`src/rtl/txring_pkg.sv`:
```
package txring_pkg;
  localparam int WORD_W   = 32;
  localparam int OWN_BIT  = 31;
  localparam int LAST_BIT = 30;
  localparam int LEN_LSB  = 16;
  localparam int LEN_W    = 16;

  typedef enum logic [2:0] {
    S_IDLE, S_W0, S_W1, S_W2, S_BUF, S_SEND, S_WB
  } txr_state_t;
endpackage

```
`src/rtl/txring_ptr.sv`:
```
module txring_ptr #(
  parameter int ADDR_W = 16,
  parameter int STEP   = 12
) (
  input  logic              clk,
  input  logic              rst_n,
  input  logic              sw_reset,
  input  logic              load,
  input  logic [ADDR_W-1:0] base_in,
  input  logic              adv,
  input  logic              wrap,
  output logic [ADDR_W-1:0] base_o,
  output logic [ADDR_W-1:0] ptr_o
);
  localparam logic [ADDR_W-1:0] STEP_A = ADDR_W'(STEP);

  always_ff @(posedge clk) begin
    if (!rst_n) begin
      base_o <= '0;
      ptr_o  <= '0;
    end else if (sw_reset) begin
      ptr_o <= base_o;
    end else if (load) begin
      base_o <= base_in;
      ptr_o  <= base_in;
    end else if (adv) begin
      ptr_o <= wrap ? base_o : ptr_o + STEP_A;
    end
  end
endmodule

```
`src/rtl/txring_unpack.sv`:
```
module txring_unpack #(
  parameter int WORD_W = 32,
  localparam int NB    = WORD_W / 8,
  localparam int CNT_W = $clog2(NB + 1)
) (
  input  logic              clk,
  input  logic              rst_n,
  input  logic              flush,
  input  logic              load,
  input  logic [WORD_W-1:0] word_in,
  input  logic [CNT_W-1:0]  nbytes,
  input  logic              final_in,
  output logic              out_valid,
  input  logic              out_ready,
  output logic [7:0]        out_data,
  output logic              out_last,
  output logic              done
);
  logic [WORD_W-1:0] sh;
  logic [CNT_W-1:0]  cnt;
  logic              fin;
  logic              fire;

  assign out_valid = (cnt != '0);
  assign out_data  = sh[7:0];
  assign out_last  = fin && (cnt == CNT_W'(1));
  assign fire      = out_valid && out_ready;
  assign done      = fire && (cnt == CNT_W'(1));

  always_ff @(posedge clk) begin
    if (!rst_n) begin
      sh  <= '0;
      cnt <= '0;
      fin <= 1'b0;
    end else if (flush) begin
      cnt <= '0;
      fin <= 1'b0;
    end else if (load) begin
      sh  <= word_in;
      cnt <= nbytes;
      fin <= final_in;
    end else if (fire) begin
      sh  <= sh >> 8;
      cnt <= cnt - CNT_W'(1);
    end
  end

  p_cnt_max_r4: assert property (@(posedge clk) disable iff (!rst_n)
    cnt <= CNT_W'(NB));
  p_load_empty_r4: assert property (@(posedge clk) disable iff (!rst_n)
    load |-> (cnt == '0));
endmodule

```
`src/rtl/txring_dma.sv`:
```
module txring_dma
  import txring_pkg::*;
#(
  parameter int ADDR_W = 16
) (
  input  logic              clk,
  input  logic              rst_n,
  input  logic              soft_rst,
  input  logic              ring_base_we,
  input  logic [ADDR_W-1:0] ring_base_wdata,
  input  logic              xmit_go,
  output logic              xmit_busy,
  output logic              mem_req,
  output logic              mem_we,
  output logic [ADDR_W-1:0] mem_addr,
  output logic [31:0]       mem_wdata,
  input  logic              mem_ack,
  input  logic [31:0]       mem_rdata,
  output logic              tx_valid,
  input  logic              tx_ready,
  output logic [7:0]        tx_data,
  output logic              tx_last
);
  localparam int NB         = WORD_W / 8;
  localparam int CNT_W      = $clog2(NB + 1);
  localparam int DESC_BYTES = 3 * NB;
  localparam logic [ADDR_W-1:0] OFF1 = ADDR_W'(NB);
  localparam logic [ADDR_W-1:0] OFF2 = ADDR_W'(2 * NB);
  localparam logic [LEN_W-1:0]  NB_L = LEN_W'(NB);

  txr_state_t        state;
  logic [WORD_W-1:0] w0;
  logic [LEN_W-1:0]  remain;
  logic [ADDR_W-1:0] bufp;
  logic [ADDR_W-1:0] base, ptr;
  logic              idle, adv, ld_buf, un_done;
  logic [CNT_W-1:0]  take;
  logic              take_final;

  assign idle       = (state == S_IDLE);
  assign xmit_busy  = !idle;
  assign adv        = (state == S_WB) && mem_ack;
  assign ld_buf     = (state == S_BUF) && mem_ack;
  assign take_final = (remain <= NB_L);
  assign take       = take_final ? remain[CNT_W-1:0] : CNT_W'(NB);

  txring_ptr #(.ADDR_W(ADDR_W), .STEP(DESC_BYTES)) u_ptr (
    .clk(clk), .rst_n(rst_n), .sw_reset(soft_rst),
    .load(ring_base_we && idle), .base_in(ring_base_wdata),
    .adv(adv), .wrap(w0[LAST_BIT]), .base_o(base), .ptr_o(ptr)
  );

  txring_unpack #(.WORD_W(WORD_W)) u_unpack (
    .clk(clk), .rst_n(rst_n), .flush(soft_rst), .load(ld_buf),
    .word_in(mem_rdata), .nbytes(take), .final_in(take_final),
    .out_valid(tx_valid), .out_ready(tx_ready), .out_data(tx_data),
    .out_last(tx_last), .done(un_done)
  );

  always_comb begin
    mem_req  = 1'b0;
    mem_we   = 1'b0;
    mem_addr = ptr;
    case (state)
      S_W0:  mem_req = 1'b1;
      S_W1:  begin mem_req = 1'b1; mem_addr = ptr + OFF1; end
      S_W2:  begin mem_req = 1'b1; mem_addr = ptr + OFF2; end
      S_BUF: begin mem_req = 1'b1; mem_addr = bufp; end
      S_WB:  begin mem_req = 1'b1; mem_we = 1'b1; end
      default: ;
    endcase
  end

  always_comb begin
    mem_wdata          = w0;
    mem_wdata[OWN_BIT] = 1'b0;
  end

  always_ff @(posedge clk) begin
    if (!rst_n) begin
      state  <= S_IDLE;
      w0     <= '0;
      remain <= '0;
      bufp   <= '0;
    end else if (soft_rst) begin
      state <= S_IDLE;
    end else begin
      case (state)
        S_IDLE: if (xmit_go) state <= S_W0;
        S_W0: if (mem_ack) begin
          w0    <= mem_rdata;
          state <= mem_rdata[OWN_BIT] ? S_W1 : S_IDLE;
        end
        S_W1: if (mem_ack) begin
          remain <= mem_rdata[LEN_LSB +: LEN_W];
          state  <= S_W2;
        end
        S_W2: if (mem_ack) begin
          bufp  <= {mem_rdata[ADDR_W-1:2], 2'b00};
          state <= (remain == '0) ? S_WB : S_BUF;
        end
        S_BUF: if (mem_ack) begin
          bufp   <= bufp + OFF1;
          remain <= remain - LEN_W'(take);
          state  <= S_SEND;
        end
        S_SEND: if (un_done) state <= (remain == '0) ? S_WB : S_BUF;
        S_WB: if (mem_ack) state <= S_W0;
        default: state <= S_IDLE;
      endcase
    end
  end

  p_idle_quiet_r1: assert property (@(posedge clk) disable iff (!rst_n)
    !xmit_busy |-> (!mem_req && !tx_valid));
  p_stop_unowned_r3: assert property (@(posedge clk) disable iff (!rst_n || soft_rst)
    (state == S_W0 && mem_ack && !mem_rdata[OWN_BIT]) |=> !xmit_busy);
  p_buf_aligned_r5: assert property (@(posedge clk) disable iff (!rst_n)
    (mem_req && !mem_we) |-> (mem_addr[1:0] == 2'b00));
  p_wb_clears_r6: assert property (@(posedge clk) disable iff (!rst_n)
    (mem_req && mem_we) |-> !mem_wdata[OWN_BIT]);
  p_stall_hold_r8: assert property (@(posedge clk) disable iff (!rst_n || soft_rst)
    (tx_valid && !tx_ready) |=> (tx_valid && $stable(tx_data) && $stable(tx_last)));
  p_req_hold_r12: assert property (@(posedge clk) disable iff (!rst_n || soft_rst)
    (mem_req && !mem_ack) |=> (mem_req && $stable(mem_addr) && $stable(mem_we)
                               && $stable(mem_wdata)));
endmodule

```
`config.mk`:
```
export PLATFORM = sky130hd
export DESIGN_NAME = txring_dma
export DESIGN_NICKNAME = d
export VERILOG_FILES = /design/src/rtl/txring_pkg.sv /design/src/rtl/txring_ptr.sv /design/src/rtl/txring_unpack.sv /design/src/rtl/txring_dma.sv
export SDC_FILE = /design/constraint.sdc
export NUM_CORES = 1
export LEC_CHECK = 0
export BUFFER_PORTS_ARGS = -buffer_cell sky130_fd_sc_hd__buf_2
export CAP_MARGIN = 25
export CORE_AREA = 2 2 95 134
export CTS_CLUSTER_DIAMETER = 60
export DETAILED_ROUTE_END_ITERATION = 10
export DIE_AREA = 0 0 97 136
export GPL_ROUTABILITY_DRIVEN = 0
export PLACE_DENSITY_LB_ADDON = 0.3
export SYNTH_ARGS = -nofsm -noshare
export SYNTH_HDL_FRONTEND = slang
export SYNTH_SLANG_ARGS = --single-unit
```
`constraint.sdc`:
```
create_clock -name clk -period 3.6 [get_ports clk]
set_clock_uncertainty 0.15 [all_clocks]
set_input_delay 0.54 -clock clk [delete_from_list [all_inputs] [get_ports clk]]
set_output_delay 0.54 -clock clk [all_outputs]
set_load 0.01 [all_outputs]
```
=== After elaboration in Yosys (flattened, before gate mapping) ===
Index checks and enable logic that the tools add are counted.

* Add/subtract/negate cells: 6
* Multiply operators: 0
* Div/mod/pow operators: 0
* $lt $le $gt $ge: 1
* Equality and inequality tests: 14
* Shift operators: 0
* Muxes and demuxes: 28
* Bitwise operators: 2
* Reductions and logical operators: 22

{| class="wikitable"
|+ Operators with widths
! operator !! count
|-
| 16-bit two-way mux || 8
|-
| 32-bit two-way mux || 2
|-
| 16-bit one-hot mux with 2 select lines || 2
|-
| 16-bit one-hot mux with 3 select lines || 1
|-
| 16-bit by 3-bit adder with 16-bit output (second input constant) || 2
|-
| 16-bit by 4-bit adder with 16-bit output (second input constant) || 2
|-
| 3-bit two-way mux || 10
|-
| 3-bit one-hot mux with 7 select lines || 1
|-
| 16-bit by 3-bit <= comparator with 1-bit output (second input constant) || 1
|-
| 16-bit logical NOT || 1
|-
| 16-bit by 3-bit subtractor with 16-bit output || 1
|-
| 2-bit inequality test (second input constant) || 6
|-
| 3-bit == test (second input constant) || 3
|-
| 4-bit AND reduction || 2
|-
| 7-bit AND reduction || 1
|-
| 3-bit by 1-bit == test with 1-bit output (second input constant) || 2
|-
| 3-bit by 2-bit == test with 1-bit output (second input constant) || 2
|-
| 1-bit logical AND || 6
|-
| 2-bit nonzero test || 3
|-
| 3-bit nonzero test || 2
|-
| 5-bit OR reduction || 1
|-
| 2-bit two-way mux || 2
|-
| 2-bit AND reduction || 2
|-
| 3-bit logical NOT || 1
|-
| 7 further kinds || 9
|}

* Register bits after elaboration: 134
* Latch bits: 0
* Memory bits (writable): 0
* Memory bits (read-only): 0
* Input port bits: 55
* Memories kept: 0

=== Depth between registers and ports, before layout ===
* Word-level depth: 5
* Gate-level depth with buffers: 11
* Gate-level depth less buffers: 10

=== Hierarchy ===
A second synthesis with hierarchy kept.

* Cells, all modules: 1,015
* Area, all modules: 7,891.3 um^2

{| class="wikitable"
|+ By module, submodules not included
! module !! times used !! cells an instance !! area an instance (um^2)
|-
| txring_dma || 1 || 598 || 4,210.3
|-
| txring_unpack || 1 || 189 || 1,949.4
|-
| txring_ptr || 1 || 228 || 1,731.7
|}

=== Worst setup path after synthesis ===
No wires, ideal clock.

* Path type: register to output
* Start: register u_ptr.ptr_o[3]
* End: output port mem_addr[15]
* Arrival: 2.062 ns
* Required time: 2.910 ns
* Setup slack: 0.848 ns
* Stages on the path, launching flop included: 7
* Cells stage by stage: dfxtp_1 -> ha_1 -> nand3_1 -> or4_1 -> buf_2 -> or4b_1 -> nand3_1

* Longest elaborated chain between the ends: 2
* Elaborated cells between the ends (all ways): 3
* Classes of those cells: 2 x add/sub; 1 x mux

{| class="wikitable"
|+ Ends and longest elaborated chain
! item !! RTL line !! source
|-
| from (decl) || txring_ptr.sv:13 || <nowiki>output logic [ADDR_W-1:0] ptr_o</nowiki>
|-
| from (signal assigned) || txring_ptr.sv:22 || <nowiki>ptr_o <= base_o;</nowiki>
|-
| from (signal assigned) || txring_ptr.sv:25 || <nowiki>ptr_o <= base_in;</nowiki>
|-
| from (signal assigned) || txring_ptr.sv:27 || <nowiki>ptr_o <= wrap ? base_o : ptr_o + STEP_A;</nowiki>
|-
| 16-bit by 4-bit adder with 16-bit output / 16-bit by 3-bit adder with 16-bit output (equally long branches) || txring_dma.sv:67, txring_dma.sv:66 ||
|-
| 16-bit one-hot mux with 3 select lines * || txring_dma.sv:64 || <nowiki>case (state)</nowiki>
|-
| to (decl) || txring_dma.sv:15 || <nowiki>output logic [ADDR_W-1:0] mem_addr,</nowiki>
|}

Mark *: on every way between the ends. The rest lies on a longest branch, timed or not.

=== Worst setup path after layout ===
* Start: register u_ptr.ptr_o[4]
* End: output port mem_addr[15]

The elaborated chain is that of the path after synthesis.

==> results.yml <==
floorplan:
  start_util_pct: 60.3
  die_y_um: 136
  rows: 48
  pin_count: 116
  die_width_um: 97
  core_um2: 12100
  dieArea_um2: 13200
clock_network:
  tritoncts: "yes"
  cts_max_level: 4
  clock_latency_ns: 0.42
  clk_pin_slew_ns: 0.06
  hold_buffers: 0
  cts_max_path_buffers: 2
  cts_root_buf: "clkbuf_16"
  post-cts-setup-buffers: 0
  cts_buffers: 17
  cts_sinks: 132
  cts_resized: 1
layout:
  multi_input_area_um2: 4220
  post-route-util_pct: 70.3
  seq_area_um2: 2640
  nNetsFinal: 1115
  fillers: 1007
  diodes: 0
  fin_area_um2: 8490
  drive_gt1_share_pct: 18.3
  area_delta_synth_final_pct: 16.5
worst_setup_path:
  critical_path.top_delay_family: "simple AND/OR/NAND/NOR gates"
  cp.required_ns: 2.91
  start_kind: "flop"
  setup.worst_path.start: "u_ptr.ptr_o[4]$_SDFFE_PN0P_"
  path_max_fanout: 14
  critPathSlowestCell: "or4_4"
  reg2reg_from: "state[2]$_SDFFE_PP0P_"
  path_common_cell: "nand3_1"
  crit_chain: "ha_2, nand3_1, or4_4, or4b_1, nand3_1, buf_2"
  crit_buf_inv: 1
  rr_worst_depth: 6
  cp.arrival_ns: 2.76
  cp_num_cells: 6
  rrSetupSlack_ns: 0.87
  path_class: "flop to primary output"
  crit_path_end_kind: "primary output"
  cp-endpoint: "mem_addr[15]"
  crit_path_max_incr_delay_ns: 0.62
  rr_endpoint: "remain[15]$_SDFFE_PN0P_"
placed_design:
  placed_area_um2: 7870
  io_buffers: 114
  dp_hpwl_um: 15100
global_route:
  track_usage_pct: 31.4
  antenna_found_initial: 0
  grt_max_degree: 49
  grt_pass1_wl_um: 34000
  grt_pass1_vias: 6898
  globalRouteOverflowTotal: 0
logic_synthesis:
  synth_common_cells: "nand2_1, dfxtp_1, a21oi_1"
  synth_edf_count: 0
  synthArstFlopShare_pct: 0
  syn_area_per_cell_um2: 7.42
  yosysUniqueCellTypes: 76
  synth_most_common_cell: "nand2_1"
  synth_area_um2: 7280
  synth_ff_type: "dfxtp_1"
  yosys.area.top_type: "dfxtp_1"
  synth_top_cell_area_share_pct: 36.3
  synth_top_cells_by_area: "dfxtp_1, nand2_1, a21oi_1, nor2_1, a311oi_1"
  synth-seq-cells: 132
  ys_seq_area_share_pct: 36.3
  synth_cells: 981
  ys_warn_count: 0
timing:
  hold_violations: 0
  fin_crit_ns: 3.45
  max_freq_mhz: 290
  slew_viol_final: 0
  post-route-period-util_pct: 95.9
  worst_slew_pin_slew_ns: 0.961
  rsz0062_at_grt: "no"
  max-slew-margin-rel_pct: 35.4
  finalSetupViolations: 0
  fin_tns_setup_ns: 0
run:
  cap_violations: 0
run_status:
  status: "complete, no violations"
detailed_routing:
  via_count: 7590
  dr.pass1.iters: 5
  wl_um: 21300
  drtIter0Drc: 681
  via_per_inst: 6.25
  drc: 0
  drtAntennaViolNets: 0
  wl_per_cell_um: 17.6
pwr:
  total_power_w: 0.00363
  p_per_area_nw_per_um2: 428
  ir_drop_uv: 339
  p_leak_nw: 3.10
worst_hold_path:
  hp-class: "primary input to flop"
-- flip-flops by register name, indices dropped and copies added, names as in the netlist --
register	flops
w0	31
u_ptr.base_o	16
remain	16
u_ptr.ptr_o	16
state	3
u_unpack.sh	32
u_unpack.cnt	3
u_unpack.fin	1
bufp	14
-- cell families (layout without fill, tap and decap cells) --
kind of cell / count (synthesis) / in the layout / share of synthesized area (%)
AOI/OAI and AO/OA: 293 / 293 / 27.0
xor gates and xnor gates: 13 / 13 / 1.56
adders and majority gates: 9 / 9 / 1.55
buffers and inverters: 107 / 189 / 6.27
DFF: 132 / 132 / 36.3
muxes: 5 / 5 / 0.739
other: 1 / 2 / 0.0515
and+or+nand+nor: 421 / 421 / 26.5
-- per-stage QoR --
| step | setup WS (ns) | cells | hold slack, ns |
|---|---|---|---|
| floorplan | 0.848 | 982 | 0.282 |
| finish | 0.148 | 1214 | 0.216 |
| CTS | 0.0902 | 1214 | 0.214 |
| detailed placement | 0.383 | 1182 | 0.293 |
| global placement | 0.431 | 1182 | 0.288 |
| global route | 0.0253 | 1214 | 0.228 |
-- power breakdown --
group | switching (W) | leakage [nW] | internal (W)
Combinational | 0.000202 | 1.74 | 0.000123
Sequential | 0.0000342 | 1.07 | 0.00149
Clock | 0.000683 | 0.291 | 0.00110
-- worst register-to-register path, delay by kind of cell, from the launching register on --
kind / cells / cell delay [ns]
buf+inv: 1 / 0.29
xor+xnor: 1 / 0.16
flops: 1 / 0.66
simple gates: 2 / 1.04
compound gates: 2 / 0.27
-- area by class of cell --
cell class	count	area share, %
clock buffer	18	5.06
clock inverter	14	2.08
inverter	17	0.752
multi-input combinational	743	49.7
sequential	132	31.2
tap	150	2.21
timing repair buffer	140	9.02
-- placed cells by master, fill, tap and decap left out, types with 8 or more instances in the layout --
cell type,n
nand2_1,207
dfxtp_1,131
buf_2,114
a21oi_1,90
nor2_1,83
o21ai_0,45
a311oi_1,32
nor3_1,29
buf_4,26
nand3_1,25
clkbuf_16,17
inv_1,16
a22oi_1,16
nand2b_1,12
xnor2_1,11
a31oi_1,11
a221oi_1,8
o22ai_1,8
or3_1,8
a211oi_1,8
ha_1,8
-- routing by layer --
metal  wire length [um]  vias up  share of wire (%)  track usage, %
met2              10400      377                 49            52.7
met5                  0        -                  0               0
li1                   -     3667                  -               -
met3               1340       79                6.3            4.58
met1               8480     3467                 40            37.8
met4               1120        0                5.2            19.9
-- worst min path at each step --
stage / depth (start not counted) / from / end
5_1_grt: 3 / ring_base_wdata[6] / u_ptr.base_o[6]$_SDFFE_PN0P_
3_3_place_gp: 2 / w0[13]$_SDFFE_PN0P_ / w0[13]$_SDFFE_PN0P_
2_1_floorplan: 2 / u_unpack.fin$_SDFFE_PP0P_ / u_unpack.fin$_SDFFE_PP0P_
3_5_place_dp: 2 / w0[15]$_SDFFE_PN0P_ / w0[15]$_SDFFE_PN0P_
4_1_cts: 3 / ring_base_wdata[2] / u_ptr.base_o[2]$_SDFFE_PN0P_
6_report: 3 / ring_base_wdata[2] / u_ptr.base_o[2]$_SDFFE_PN0P_
Note: power is estimated with default switching activity, not from simulation.
